===== src/rtl/simd_issue_pkg.sv =====
package simd_issue_pkg;
  localparam int CLS_W = 3;
  localparam int WID_W = 2;
  localparam int GRP_W = 2;

  typedef enum logic [WID_W-1:0] {
    WIDTH_8  = 2'd0,
    WIDTH_16 = 2'd1,
    WIDTH_32 = 2'd2,
    WIDTH_NA = 2'd3
  } simd_width_e;

  function automatic logic is_illegal(logic [CLS_W-1:0] cls, logic [WID_W-1:0] wid);
    return (cls == 3'd7) || (wid == WIDTH_NA);
  endfunction

  // 0 = simple pipe, 1 = transcendental pipe
  function automatic logic pipe_of(logic [CLS_W-1:0] cls);
    return cls[2];
  endfunction

  function automatic logic [GRP_W-1:0] final_group(logic [WID_W-1:0] wid);
    case (wid)
      WIDTH_8:  return 2'd0;
      WIDTH_16: return 2'd1;
      default:  return 2'd3;
    endcase
  endfunction
endpackage


===== src/rtl/issue_router.sv =====
module issue_router
  import simd_issue_pkg::*;
(
  input  logic             a_valid,
  input  logic [CLS_W-1:0] a_cls,
  input  logic [WID_W-1:0] a_wid,
  input  logic             b_valid,
  input  logic [CLS_W-1:0] b_cls,
  input  logic [WID_W-1:0] b_wid,
  input  logic [1:0]       pipe_free,
  output logic             a_ready,
  output logic             b_ready,
  output logic             a_grant,
  output logic             b_grant,
  output logic             a_bad,
  output logic             b_bad,
  output logic             a_tgt,
  output logic             b_tgt,
  output logic [1:0]       load,
  output logic [1:0]       from_b
);
  logic a_claims_b_pipe;

  always_comb begin
    a_bad = is_illegal(a_cls, a_wid);
    b_bad = is_illegal(b_cls, b_wid);
    a_tgt = pipe_of(a_cls);
    b_tgt = pipe_of(b_cls);
    a_claims_b_pipe = a_valid && !a_bad && (a_tgt == b_tgt);
    a_ready = a_bad || pipe_free[a_tgt];
    b_ready = b_bad || (pipe_free[b_tgt] && !a_claims_b_pipe);
    a_grant = a_valid && !a_bad && pipe_free[a_tgt];
    b_grant = b_valid && !b_bad && b_ready;
    for (int p = 0; p < 2; p++) begin
      from_b[p] = !(a_grant && (a_tgt == p[0]));
      load[p]   = (a_grant && (a_tgt == p[0])) || (b_grant && (b_tgt == p[0]));
    end
  end
endmodule


===== src/rtl/phase_sequencer.sv =====
module phase_sequencer
  import simd_issue_pkg::*;
#(
  parameter int DATA_W = 32
) (
  input  logic              clk,
  input  logic              rst_n,
  input  logic              load,
  input  logic [GRP_W-1:0]  ld_final,
  input  logic [DATA_W-1:0] ld_data,
  input  logic [CLS_W-1:0]  ld_cls,
  output logic              fire,
  output logic [GRP_W-1:0]  grp,
  output logic              last,
  output logic              busy,
  output logic              free,
  output logic [DATA_W-1:0] data,
  output logic [CLS_W-1:0]  cls
);
  logic             active_q;
  logic [GRP_W-1:0] grp_q, final_q;
  logic             at_final;

  assign at_final = (grp_q == final_q);
  assign fire = active_q;
  assign grp  = grp_q;
  assign last = active_q && at_final;
  assign busy = active_q && !at_final;
  assign free = !active_q || at_final;

  always_ff @(posedge clk) begin
    if (!rst_n) begin
      active_q <= 1'b0;
      grp_q    <= '0;
      final_q  <= '0;
      data     <= '0;
      cls      <= '0;
    end else if (load) begin
      active_q <= 1'b1;
      grp_q    <= '0;
      final_q  <= ld_final;
      data     <= ld_data;
      cls      <= ld_cls;
    end else if (active_q && at_final) begin
      active_q <= 1'b0;
    end else if (active_q) begin
      grp_q <= grp_q + 1'b1;
    end
  end

  assert_phase_step_R4: assert property (@(posedge clk) disable iff (!rst_n)
    (active_q && !at_final && !load) |=> (active_q && grp_q == $past(grp_q) + 2'd1));
  assert_no_load_busy_R5: assert property (@(posedge clk) disable iff (!rst_n)
    load |-> free);
  assert_retire_R2: assert property (@(posedge clk) disable iff (!rst_n)
    (active_q && at_final && !load) |=> !active_q);
  assert_start_group0_R3: assert property (@(posedge clk) disable iff (!rst_n)
    load |=> (active_q && grp_q == '0));
endmodule


===== src/rtl/lane_op.sv =====
module lane_op #(
  parameter int PIPE   = 0,
  parameter int DATA_W = 32,
  parameter int GRP_W  = 2
) (
  input  logic [DATA_W-1:0] din,
  input  logic [GRP_W-1:0]  grp,
  output logic [DATA_W-1:0] dout
);
  generate
    if (PIPE == 0) begin : g_simple
      assign dout = din + DATA_W'({grp, 3'b000});
    end else begin : g_transc
      assign dout = ~din + DATA_W'(grp);
    end
  endgenerate
endmodule


===== src/rtl/simd_issue_seq.sv =====
module simd_issue_seq
  import simd_issue_pkg::*;
#(
  parameter int DATA_W = 32
) (
  input  logic              clk,
  input  logic              rst_n,
  input  logic              s0_valid,
  output logic              s0_ready,
  input  logic [2:0]        s0_cls,
  input  logic [1:0]        s0_simd,
  input  logic [DATA_W-1:0] s0_data,
  output logic              s0_err,
  input  logic              s1_valid,
  output logic              s1_ready,
  input  logic [2:0]        s1_cls,
  input  logic [1:0]        s1_simd,
  input  logic [DATA_W-1:0] s1_data,
  output logic              s1_err,
  output logic              p0_fire,
  output logic [1:0]        p0_group,
  output logic              p0_last,
  output logic [DATA_W-1:0] p0_result,
  output logic              p0_busy,
  output logic              p1_fire,
  output logic [1:0]        p1_group,
  output logic              p1_last,
  output logic [DATA_W-1:0] p1_result,
  output logic              p1_busy
);
  localparam int NPIPE = 2;

  logic [NPIPE-1:0] load, from_b, free, fire, last, busy;
  logic             g0, g1, bad0, bad1, tgt0, tgt1;
  logic [GRP_W-1:0]  grp   [NPIPE];
  logic [DATA_W-1:0] sdata [NPIPE];
  logic [DATA_W-1:0] res   [NPIPE];
  logic [CLS_W-1:0]  scls  [NPIPE];

  issue_router u_router (
    .a_valid(s0_valid), .a_cls(s0_cls), .a_wid(s0_simd),
    .b_valid(s1_valid), .b_cls(s1_cls), .b_wid(s1_simd),
    .pipe_free(free), .a_ready(s0_ready), .b_ready(s1_ready),
    .a_grant(g0), .b_grant(g1), .a_bad(bad0), .b_bad(bad1),
    .a_tgt(tgt0), .b_tgt(tgt1), .load(load), .from_b(from_b)
  );

  generate
    for (genvar p = 0; p < NPIPE; p++) begin : g_pipe
      phase_sequencer #(.DATA_W(DATA_W)) u_seq (
        .clk(clk), .rst_n(rst_n), .load(load[p]),
        .ld_final(from_b[p] ? final_group(s1_simd) : final_group(s0_simd)),
        .ld_data(from_b[p] ? s1_data : s0_data),
        .ld_cls(from_b[p] ? s1_cls : s0_cls),
        .fire(fire[p]), .grp(grp[p]), .last(last[p]), .busy(busy[p]),
        .free(free[p]), .data(sdata[p]), .cls(scls[p])
      );
      lane_op #(.PIPE(p), .DATA_W(DATA_W), .GRP_W(GRP_W)) u_op (
        .din(sdata[p]), .grp(grp[p]), .dout(res[p])
      );
    end
  endgenerate

  always_ff @(posedge clk) begin
    if (!rst_n) begin
      s0_err <= 1'b0;
      s1_err <= 1'b0;
    end else begin
      s0_err <= s0_valid && bad0;
      s1_err <= s1_valid && bad1;
    end
  end

  assign p0_fire = fire[0];  assign p0_group = grp[0];  assign p0_last = last[0];
  assign p0_result = res[0]; assign p0_busy = busy[0];
  assign p1_fire = fire[1];  assign p1_group = grp[1];  assign p1_last = last[1];
  assign p1_result = res[1]; assign p1_busy = busy[1];

  assert_single_owner_R7: assert property (@(posedge clk) disable iff (!rst_n)
    (g0 && g1) |-> (tgt0 != tgt1));
  assert_bad_dropped_R8: assert property (@(posedge clk) disable iff (!rst_n)
    (s0_valid && bad0) |-> (!g0 && s0_ready));
  assert_err_next_R8: assert property (@(posedge clk) disable iff (!rst_n)
    (s1_valid && bad1) |=> s1_err);
  assert_route_simple_R1: assert property (@(posedge clk) disable iff (!rst_n)
    p0_fire |-> !scls[0][2]);
  assert_route_transc_R1: assert property (@(posedge clk) disable iff (!rst_n)
    p1_fire |-> (scls[1][2] && scls[1] != 3'd7));
endmodule


===== config.mk =====
export PLATFORM = sky130hd
export DESIGN_NAME = simd_issue_seq
export DESIGN_NICKNAME = d
export VERILOG_FILES = /design/src/rtl/simd_issue_pkg.sv /design/src/rtl/issue_router.sv /design/src/rtl/phase_sequencer.sv /design/src/rtl/lane_op.sv /design/src/rtl/simd_issue_seq.sv
export SDC_FILE = /design/constraint.sdc
export NUM_CORES = 1
export LEC_CHECK = 0
export ABC_AREA = 1
export BUFFER_PORTS_ARGS = -buffer_cell sky130_fd_sc_hd__buf_4
export CAP_MARGIN = 20
export CORE_MARGIN = 3
export CORE_UTILIZATION = 42
export DETAILED_ROUTE_END_ITERATION = 8
export GPL_TIMING_DRIVEN = 1
export PLACE_DENSITY = 0.7
export SYNTH_ARGS = -nofsm -noshare
export SYNTH_HDL_FRONTEND = slang
export SYNTH_HIERARCHICAL = 1
export SYNTH_SLANG_ARGS = --single-unit

===== constraint.sdc =====
create_clock -name clk -period 2.34 [get_ports clk]
set_input_delay 0.351 -clock clk [delete_from_list [all_inputs] [get_ports clk]]
set_output_delay 0.351 -clock clk [all_outputs]
set_load 0.02 [all_outputs]

# Yosys cells after proc, flatten, opt, wreduce, memory -nomap -nowiden
# Index checks and enable logic that the tools add are counted.
# totals
ff_bits,76
inputBits,78
word_cells,84
# op_classes
n_addsub,4
magnitude_cmp,2
eq_ne,9
mux,14
bitwise_logic,6
reduce_logical,39
# ops
operator,n
32-bit 2-to-1 mux,2
32-bit by 2-bit adder with 32-bit output,1
32-bit by 5-bit adder with 32-bit output,1
32-bit NOT,1
1-bit logical AND,16
1-bit logical OR,8
1-bit 2-to-1 mux,8
2-bit one-hot mux with 2 select lines,2
1-bit logical NOT,7
"3-bit equality test, second input constant",2
1-bit NOT,5
"2-bit by 1-bit adder with 2-bit output, second input constant",2
"2-bit by 1-bit equality test with 1-bit output, second input constant",2
2-bit equality test,2
"2-bit equality test, second input constant",2
2-bit logical NOT,2
"1-bit by 2-bit < comparator with 1-bit output, second input constant",2
2-bit 2-to-1 mux,2
2-bit AND reduction,2
2-bit nonzero test,2
2-bit OR reduction,2
1-bit equality test,1

# Logic depth before layout (Yosys ltp)
# logic_depth
ltp_word,12
depth_mapped,14

# Modules after synthesis
# The synthesis kept the hierarchy.
# by_module_without_submodules
module,n_inst,cells_per_inst,area_per_inst_um2
phase_sequencer,2,190,1517.7
simd_issue_seq,1,209,1218.7
lane_op at g_pipe[1].u_op,1,199,978.4
lane_op at g_pipe[0].u_op,1,190,870.8
issue_router,1,35,186.4

# Worst setup path after synthesis
# OpenSTA, ideal clock, no wires.
# synth_timing
path_type,register -> output
startpoint,register g_pipe[0].u_seq.grp_q[0]
endpoint,output port p0_result[15]
t_arrival_ns,1.971
required_ns,1.989
path_slack_ns,0.018
stages_incl_launch_ff,8
path_buffers,0
path_cell_list,dfxtp_1 ha_1 inv_1 fa_1 nor2_2 nand2_2 nor2_2 xor2_1
# synth_via
elab_chain_cells,1
# synth_lines
element,line,source
from (decl),phase_sequencer.sv:21,"logic [GRP_W-1:0] grp_q, final_q;"
from (signal assigned),phase_sequencer.sv:47,grp_q <= grp_q + 1'b1;
32-bit by 5-bit adder with 32-bit output,lane_op.sv:12,"assign dout = din + DATA_W'({grp, 3'b000});"
to (decl),simd_issue_seq.sv:23,"output logic [DATA_W-1:0] p0_result,"
# Every way passes these cells.

# Final worst setup path
# layout_timing
startpoint,register g_pipe[0].u_seq.data[3]
endpoint,output port p0_result[31]
# layout_via
elab_chain_cells,1
# layout_lines
element,line,source
from (decl),phase_sequencer.sv:17,"output logic [DATA_W-1:0] data,"
from (signal assigned),phase_sequencer.sv:42,data <= ld_data;
32-bit by 5-bit adder with 32-bit output,lane_op.sv:12,
# Every way passes these cells.

==> results by group <==
Global routing
  – GRT Total Usage: 21.2%
  – Largest net degree at the start of global routing: 69
  – Global-route layer with the greatest usage: met2
  – Grt ovf: 0
  – Met2 Track Usage GR: 33.6%
  – Met1 usage: 29.5%
  – Vias in the first global route: 5678
  – Met3 GRT Util: 4.06%
  – Initial antenna violation count: 0
  – First-pass GRT wire length: 27700 µm

Pwr
  – Power density cells: 617 mW/mm²
  – Max VDD drop: ~0.00036 V
  – LEAKAGE: 3.74 nW
  – Overall power: 4.71 mW

Drt
  – Residual DRC: 0
  – DR iter-0 viols: 382
  – Routed length per instance: 13.1 µm
  – WL final: 17000 µm
  – Drt pass-1 iters: 4
  – DR vias: between 6000 and 7000
  – Vias per cell: 4.81
  – DRT antenna net count: 0

Timing
  – Max Slew Vio Count: 0
  – Min Tclk post-route: 2.34 ns
  – Hold Slack: ~0.26 ns
  – Actual slew at the worst max-slew pin: 0.511 ns
  – Tcrit/Tclk final: about 100%
  – Worst Clk Skew: 0.00712 ns
  – Setup WS post-layout: 0.000448 ns
  – Final hold violations: 0
  – Unrepaired setup endpoints after global routing: yes
  – Sum Neg Setup Slack: 0 ns
  – Peak Freq: 427 MHz
  – Final setup violating endpoints: 0
  – Slew margin rel.: 66.0%

Die
  – Placement row count: 43
  – Die ar.: between 0.015 and 0.02 mm²
  – Die H: ~130 µm
  – Die X-Extent: approximately 130 µm
  – I/O pins: roughly 160
  – Core Region: 0.0139 mm²
  – Initial Utilization: 43.0%

Clock tree
  – Clock H-tree levels: 3
  – Clk sink count: between 70 and 80
  – CTS tree: done
  – Post-CTS Hold Buffers: 0
  – Clk buf depth: 2
  – Root buffer cell: clkbuf_16
  – Clock transition at the registers of the reported paths: roughly 0.060 ns
  – Clk Latency, worst-skew pair: 0.33 ns
  – Inserted Clock Buffers: 9

Placed design
  – Placer congestion estimate: 0.928
  – DP HPWL: 13300 µm
  – Inst Count DP: 1271
  – DP Area: 0.00704 mm²
  – Worst slack, placed: 0.187 ns
  – I/O Buffers: 155

Worst setup path
  – Worst EP required: 1.99 ns
  – Crit-path max FO: 4
  – CP arrival: 1.99 ns
  – Crit Path Class: flop to output port
  – Critical path launch point type: flop
  – Worst setup EP type: output port

Finish
  – N_diodes: 0
  – Nets@finish: 1194
  – Post-Layout Cell Count: 1295
  – Filler cell count: around 1500
  – Share of layout cells above drive strength 1: between 20% and 30%
  – Commonest non-fill, non-tap cell in the layout: nand2_1
  – P&R area growth vs syn: 27.3%
  – Post-route cell area: 0.00763 mm²
  – Commonest cells after routing, fill and taps aside: nand2_1 (240), nor2_1 (215), buf_4 (167), inv_1 (100), o21ai_0 (70)
  – Post-Route Utilization: 54.8%

Yosys
  – Cell count after synthesis: 970
  – Ys Warns: 6
  – Synthesized area: 0.00599 mm²
  – Synth Net Count: around 1100
  – Syn Area/Cell: 6.18 µm²

Min path
  – Worst hold path class: primary input to flop

Run status
  – Status: finished, final reports clean

Flow run
  – MaxCap Viol Count: 0
## routing by layer
layer | routed length [µm] | share of wire, %
met5 | 0 | 0
met4 | 254 | 1.5
met3 | 1050 | 6.2
met2 | 7760 | 46
met1 | 7890 | 47
## final cells by class
type                            instances  area, µm²  area share (%)
Tap cell                              180        225            2.95
Clock inverter                          4        120            1.57
Sequential cell                        76       1540            20.1
Clock buffer                           12        246            3.23
Timing Repair Buffer                  172       1330            17.4
Inverter                              107        414            5.43
Multi-Input combinational cell        744       3760            49.3
## sequential cells by signal (all words and copies together) (netlist names)
name                  count
s0_err                    1
g_pipe.u_seq/data        64
g_pipe.u_seq/final_q      4
s1_err                    1
g_pipe.u_seq/fire         2
g_pipe.u_seq/grp          4
## power by group
part / internal [mW] / leakage [nW] / total [mW] / switching, mW
clock network: 1.18 / 0.177 / 1.70 / 0.519
logic: 0.563 / 2.93 / 1.43 / 0.868
registers: 1.42 / 0.630 / 1.58 / 0.161
## worst max-delay path: stages, from the launching register on
cell,delay [ns]
dfxtp_2,0.35
ha_4,0.14
inv_2,0.03
fa_2,0.37
nor2_4,0.18
buf_4,0.14
inv_2,0.04
nor2_4,0.10
nand2_1,0.06
nand2_1,0.06
nand2_1,0.06
buf_6,0.13
## what timing repair did
item                       4_1_cts  5_1_grt
gates resized for setup         24       27
setup endpoints to repair       24       33
buffers inserted                 3        5
pin swaps                        5       16
## path summary, 6_finish.rpt
check	from	to	slack, ns	cells after the start
min reg2reg	g_pipe[1].u_seq/final_q[0]	g_pipe[1].u_seq/final_q[0]	0.47	2
max reg2reg	g_pipe[1].u_seq/grp[0]	g_pipe[0].u_seq/data[17]	0.27	13
max	g_pipe[0].u_seq/data[3]	p0_result[31]	0.0004	11
min	s1_valid	s1_err	0.26	3
Power figures use the tool's default switching activity.
